$ cat src/rtl/sync_aligner_pkg.sv
package sync_aligner_pkg;
  typedef enum logic [1:0] {
    SRC_NONE = 2'd0,
    SRC_AUTO = 2'd1,
    SRC_HW   = 2'd2,
    SRC_SW   = 2'd3
  } adv_src_e;
endpackage

$ cat src/rtl/sync_edge_det.sv
module sync_edge_det #(
  parameter int STAGES = 2
) (
  input  logic clk_i,
  input  logic rst_ni,
  input  logic d_i,
  output logic rise_o
);
  logic [STAGES:0] sh_q;

  always_ff @(posedge clk_i or negedge rst_ni) begin
    if (!rst_ni) sh_q <= '0;
    else         sh_q <= {sh_q[STAGES-1:0], d_i};
  end

  assign rise_o = sh_q[STAGES-1] & ~sh_q[STAGES];
endmodule

$ cat src/rtl/div_phase_cnt.sv
module div_phase_cnt #(
  parameter int DIV_W = 2
) (
  input  logic             clk_i,
  input  logic             rst_ni,
  input  logic             adv_i,
  output logic [DIV_W-1:0] cnt_o,
  output logic             clk_o
);
  localparam logic [DIV_W-1:0] STEP_ONE = DIV_W'(1);
  localparam logic [DIV_W-1:0] STEP_ADV = DIV_W'(2);

  logic [DIV_W-1:0] cnt_q;

  // advance = skip one count, shortening the current period by one input cycle
  always_ff @(posedge clk_i or negedge rst_ni) begin
    if (!rst_ni) cnt_q <= '0;
    else         cnt_q <= cnt_q + (adv_i ? STEP_ADV : STEP_ONE);
  end

  assign cnt_o = cnt_q;
  assign clk_o = cnt_q[DIV_W-1];

  // counter moves two steps only after an advance request
  a_r3_step_size: assert property (@(posedge clk_i) disable iff (!rst_ni)
    $past(rst_ni) |-> (DIV_W'(cnt_q - $past(cnt_q)) == ($past(adv_i) ? STEP_ADV : STEP_ONE)));
endmodule

$ cat src/rtl/adv_arbiter.sv
module adv_arbiter
  import sync_aligner_pkg::*;
#(
  parameter int DIV_W       = 2,
  parameter int SYNC_STAGES = 2
) (
  input  logic             clk_i,
  input  logic             rst_ni,
  input  logic             auto_en_i,
  input  logic             hw_en_i,
  input  logic             sw_pend_i,
  input  logic             rise_i,
  input  logic [DIV_W-1:0] cnt_i,
  output logic             adv_o,
  output logic             locked_o
);
  // counter value seen at a detected edge when phases coincide
  localparam int               TGT_INT = ((1 << (DIV_W-1)) + SYNC_STAGES) % (1 << DIV_W);
  localparam logic [DIV_W-1:0] TGT     = DIV_W'(TGT_INT);

  adv_src_e src;
  logic     aligned;
  logic     lock_q;

  assign aligned = (cnt_i == TGT);

  always_comb begin
    if (auto_en_i)    src = SRC_AUTO;
    else if (hw_en_i) src = SRC_HW;
    else if (sw_pend_i) src = SRC_SW;
    else              src = SRC_NONE;
  end

  always_comb begin
    unique case (src)
      SRC_AUTO: adv_o = rise_i & ~aligned;
      SRC_HW:   adv_o = rise_i;
      SRC_SW:   adv_o = 1'b1;
      default:  adv_o = 1'b0;
    endcase
  end

  always_ff @(posedge clk_i or negedge rst_ni) begin
    if (!rst_ni)        lock_q <= 1'b0;
    else if (!auto_en_i) lock_q <= 1'b0;
    else if (rise_i)    lock_q <= aligned;
  end

  assign locked_o = lock_q;

  // hardware-mode edge always steps
  a_r4_hw_step: assert property (@(posedge clk_i) disable iff (!rst_ni)
    (hw_en_i && !auto_en_i && rise_i) |-> adv_o);
  // automatic steps only on detected edges
  a_r6_auto_on_edge: assert property (@(posedge clk_i) disable iff (!rst_ni)
    (auto_en_i && adv_o) |-> rise_i);
  // lock drops once automatic mode is off
  a_r7_lock_off: assert property (@(posedge clk_i) disable iff (!rst_ni)
    !auto_en_i |=> !locked_o);
  // no source, no step
  a_r9_idle: assert property (@(posedge clk_i) disable iff (!rst_ni)
    (!auto_en_i && !hw_en_i && !sw_pend_i) |-> !adv_o);
endmodule

$ cat src/rtl/sync_clk_aligner.sv
module sync_clk_aligner #(
  parameter int DIV_W       = 2,
  parameter int SYNC_STAGES = 2
) (
  input  logic clk_i,
  input  logic rst_ni,
  input  logic sync_in_i,
  input  logic auto_en_i,
  input  logic hw_en_i,
  input  logic sw_adv_wr_i,
  output logic sync_clk_o,
  output logic locked_o,
  output logic sw_adv_o
);
  logic             sw_pend_q;
  logic             rise;
  logic             adv;
  logic [DIV_W-1:0] cnt;

  // self-clearing: holds one cycle per write
  always_ff @(posedge clk_i or negedge rst_ni) begin
    if (!rst_ni) sw_pend_q <= 1'b0;
    else         sw_pend_q <= sw_adv_wr_i;
  end

  assign sw_adv_o = sw_pend_q;

  sync_edge_det #(.STAGES(SYNC_STAGES)) u_edge (
    .clk_i (clk_i),
    .rst_ni(rst_ni),
    .d_i   (sync_in_i),
    .rise_o(rise)
  );

  adv_arbiter #(.DIV_W(DIV_W), .SYNC_STAGES(SYNC_STAGES)) u_arb (
    .clk_i    (clk_i),
    .rst_ni   (rst_ni),
    .auto_en_i(auto_en_i),
    .hw_en_i  (hw_en_i),
    .sw_pend_i(sw_pend_q),
    .rise_i   (rise),
    .cnt_i    (cnt),
    .adv_o    (adv),
    .locked_o (locked_o)
  );

  div_phase_cnt #(.DIV_W(DIV_W)) u_cnt (
    .clk_i (clk_i),
    .rst_ni(rst_ni),
    .adv_i (adv),
    .cnt_o (cnt),
    .clk_o (sync_clk_o)
  );

  // software bit clears itself unless rewritten
  a_r2_sw_self_clear: assert property (@(posedge clk_i) disable iff (!rst_ni)
    (sw_adv_o && !sw_adv_wr_i) |=> !sw_adv_o);
  // software step dropped while a higher mode is on
  a_r8_sw_masked: assert property (@(posedge clk_i) disable iff (!rst_ni)
    (sw_adv_o && !rise && (auto_en_i || hw_en_i)) |-> !adv);
endmodule

$ cat config.mk
export PLATFORM = sky130hd
export DESIGN_NAME = sync_clk_aligner
export DESIGN_NICKNAME = d
export VERILOG_FILES = /design/src/rtl/sync_aligner_pkg.sv /design/src/rtl/sync_edge_det.sv /design/src/rtl/div_phase_cnt.sv /design/src/rtl/adv_arbiter.sv /design/src/rtl/sync_clk_aligner.sv
export SDC_FILE = /design/constraint.sdc
export NUM_CORES = 1
export LEC_CHECK = 0
export BUFFER_PORTS_ARGS = -buffer_cell sky130_fd_sc_hd__buf_4
export CORE_AREA = 2 2 39 41
export DETAILED_ROUTE_END_ITERATION = 8
export DIE_AREA = 0 0 41 43
export GPL_ROUTABILITY_DRIVEN = 1
export PLACE_DENSITY = 0.39
export SYNTH_ARGS = -nofsm -noshare
export SYNTH_HDL_FRONTEND = slang
export SYNTH_SLANG_ARGS = --single-unit
$ cat constraint.sdc
create_clock -name clk_i -period 1.6 [get_ports clk_i]
set_input_delay 0.16 -clock clk_i [delete_from_list [all_inputs] [get_ports clk_i]]
set_output_delay 0.16 -clock clk_i [all_outputs]
set_load 0.005 [all_outputs]
==> out/metrics.csv <==
metric;value;unit
status;finished, final reports clean;
final RePlAce weighted congestion;0.5745;
Clk Latency, worst-skew pair;0.24;ns
mux cell area share after synthesis;0;
Post-CTS Setup Inserts;0;
most frequent cells after synthesis;dfrtp_1, nor2_1, a21oi_1, nand2b_1;
CP Data Required Time;1.72;ns
met3 usage;0.03141;
slack of the worst reg-to-reg path;0.37;ns
top-count cell post-synth;dfrtp_1;
Reg clk slew, reported paths;0.05;ns
asr flop ratio synth;1.000;
M2 GR Usage;0.1250;
min-delay src;sw_adv_wr_i;
vias in the first global route;237;
Sink Count;7;
initial core utilization;0.2098;
switching power of the nets;0.0001473;W
final hold vios;0;
Max rail drop VDD;0.3702;mV
DRT Pass-1 Iters;3;
Mapped Nets;31;
critical path class;reg2reg;
largest net degree at the start of global routing;8;
final WL;508;um
DRC viols;0;
xor and xnor area share after synthesis;0.03017;
Rel. slew slack;0.8613;
fin area;406.6;um^2
Lkg Pwr;0.1827;nW
GR Util All Layers;0.07513;
Synth area leaders;dfrtp_1, a22oi_2, ha_1;
# diodes;0;
DP Cell Count;48;
chip width;41;um
flops & latches, synth;7;
DR vias;225;
Pwr Density;1299;mW/mm^2
global-route wire length before repair;834;um
Reg-to-Reg End;u_cnt.cnt_o[1];
minimum clock period after layout;1.231;ns
max_cap viols;0;
class of the worst hold path;in2reg;
Yosys warnings;0;
reg2reg start;u_cnt.cnt_o[1];
GRT met1 Usage;0.06333;
synth unique cells;14;
std cell rows;14;
Yosys top cell by area;dfrtp_1;
Pint;0.0003808;W
# port buffers;8;
Synth Area in Compound Gates;0.1466;
hold path endpoint;sw_adv_o;
Worst Path Max Fanout;5;
switching share of power;0.2789;
hold path cells;1;
Core Region;0.001384;mm^2
Clock Path Buffers;2;
Max Slew Vio Count;0;
ys flop type;dfrtp_1;
Non-Filler Instances;53;
fmax;812.5;MHz
Post-Synth Adder-Cell Area;0.04310;
Post-DP Area;370.4;um^2
syn_area_per_cell;12.09;um^2
CTS Buf Count;3;
Vias/cell;4.245;
post-synthesis instance total;24;
Final Net Count;45;
post-route ant nets;0;
Post-synth EDFFs;0;
layout cells sized above 1;0.3514;
RSZ-0062 raised after global routing;false;
initial antenna violation count;0;
Avg WL per Cell;9.585;um
Fin Setup TNS;0;ns
Critical Path Sink Type;flop;
die height;43;um
initial DRC count;3;
clock share of power;0.288;
largest family of logic cells by synthesized area;simple AND/OR/NAND/NOR gates;
Root Driver;clkbuf_4;
TritonCTS clock tree;yes;
R2R cell count;5;
Post-Synth Simple-Gate Area;0.1767;
Post-Syn Area;290.3;um^2
Area Growth Syn to Fin;40.09;%
worst slew pin tran;0.2071;ns
io pins;9;
die area;0.001763;mm^2
most used routing layer;met2;
sequential cell area fraction in the yosys report;0.6034;
hpwl dp;432.9;um
Final Skew;0.0003783;ns
CP arrival;1.35;ns
sequential power share;0.473;
post-synth top area share;0.6034;
# setup viols final;0;
Startpoint Class;flop;
Gate power share;0.239;
GRT overflow;0;
Tcrit/Tclk final;0.7692;
CTS H-Tree Depth;1;
==> power groups by stage <==
stage	logic, W	clock network (W)	registers, W
final	0.000126	0.000152	0.000250
after global routing	0.000148	0.000172	0.000254
after CTS	0.000131	0.000164	0.000251
after detailed placement	0.000128	0	0.000254
after global placement	0.000124	0	0.000251
after floorplan	0.0000719	0	0.000246
==> worst max path at each step <==
stage / slack (ns) / depth (start not counted) / to / startpoint
final: 0.37 / 5 / u_cnt.cnt_o[1] / u_cnt.cnt_o[1]
after detailed placement: 0.35 / 5 / u_cnt.cnt_o[1] / u_cnt.cnt_o[1]
after CTS: 0.34 / 5 / u_cnt.cnt_o[1] / u_cnt.cnt_o[1]
after global placement: 0.41 / 5 / u_cnt.cnt_o[1] / u_cnt.cnt_o[1]
after floorplan: 0.46 / 5 / u_cnt.cnt_o[1] / u_edge.sh_q[2]
after global routing: 0.29 / 5 / u_cnt.cnt_o[1] / u_edge.sh_q[2]
==> area by class of cell <==
type	count	area (um^2)
Sequential cell	7	175.2
Tap cell	16	20.02
Multi-Input combinational cell	17	115.1
Clock buffer	4	26.28
Timing Repair Buffer	9	70.07
Fill cell	144	977.2
==> timing repair <==
action / 4_1_cts / 5_1_grt
resized for setup: 0 / 0
hold buffers: 1 / 0
endpoints found under the hold margin: 7 / 0
==> registers in the layout (all words and copies together) (netlist names) <==
signal and flops:
sw_adv_o 1, u_arb.locked_o 1, u_cnt.cnt_o 2, u_edge.sh_q 3
==> cell usage in the layout (no fill, tap or decap), types with 2 or more instances in the layout <==
| master | count |
|---|---|
| nor2_1 | 3 |
| a21oi_1 | 2 |
| dfrtp_1 | 7 |
| buf_4 | 8 |
| nand2b_1 | 2 |
| clkbuf_4 | 3 |
==> worst max-delay path, cell delays in order (launching register included) <==
cell and delay, ns:
dfrtp_1 0.42, o21ai_0 0.12, a21oi_1 0.15, nor2_1 0.06
ha_1 0.19, xor2_1 0.16
==> through the flow <==
stage / util / hold slack, ns / setup slack (ns) / power, W
floorplan: - / -0.1356 / 0.4627 / 0.0003177
global placement: 0.2676 / -0.02420 / 0.4099 / 0.0003751
detailed placement: 0.2676 / -0.02124 / 0.3538 / 0.0003819
CTS: 0.2939 / 0.007991 / 0.3419 / 0.0005451
global route: 0.2939 / 0.0003875 / 0.2872 / 0.0005744
finish: 0.2939 / 0.02210 / 0.3693 / 0.0005281
==> kinds of logic after synthesis <==
group	after synthesis
and+or+nand+nor	9
adders and majority gates	1
AOI/OAI and AO/OA	6
DFF	7
xor gates and xnor gates	1
==> layer usage <==
layer  routed length, um  up-vias
li1                    -      109
met1                 207      108
met2                 258        8
met3                  43        0
met4                   0        0
met5                   0        -
(Power assumes the default switching activity.)
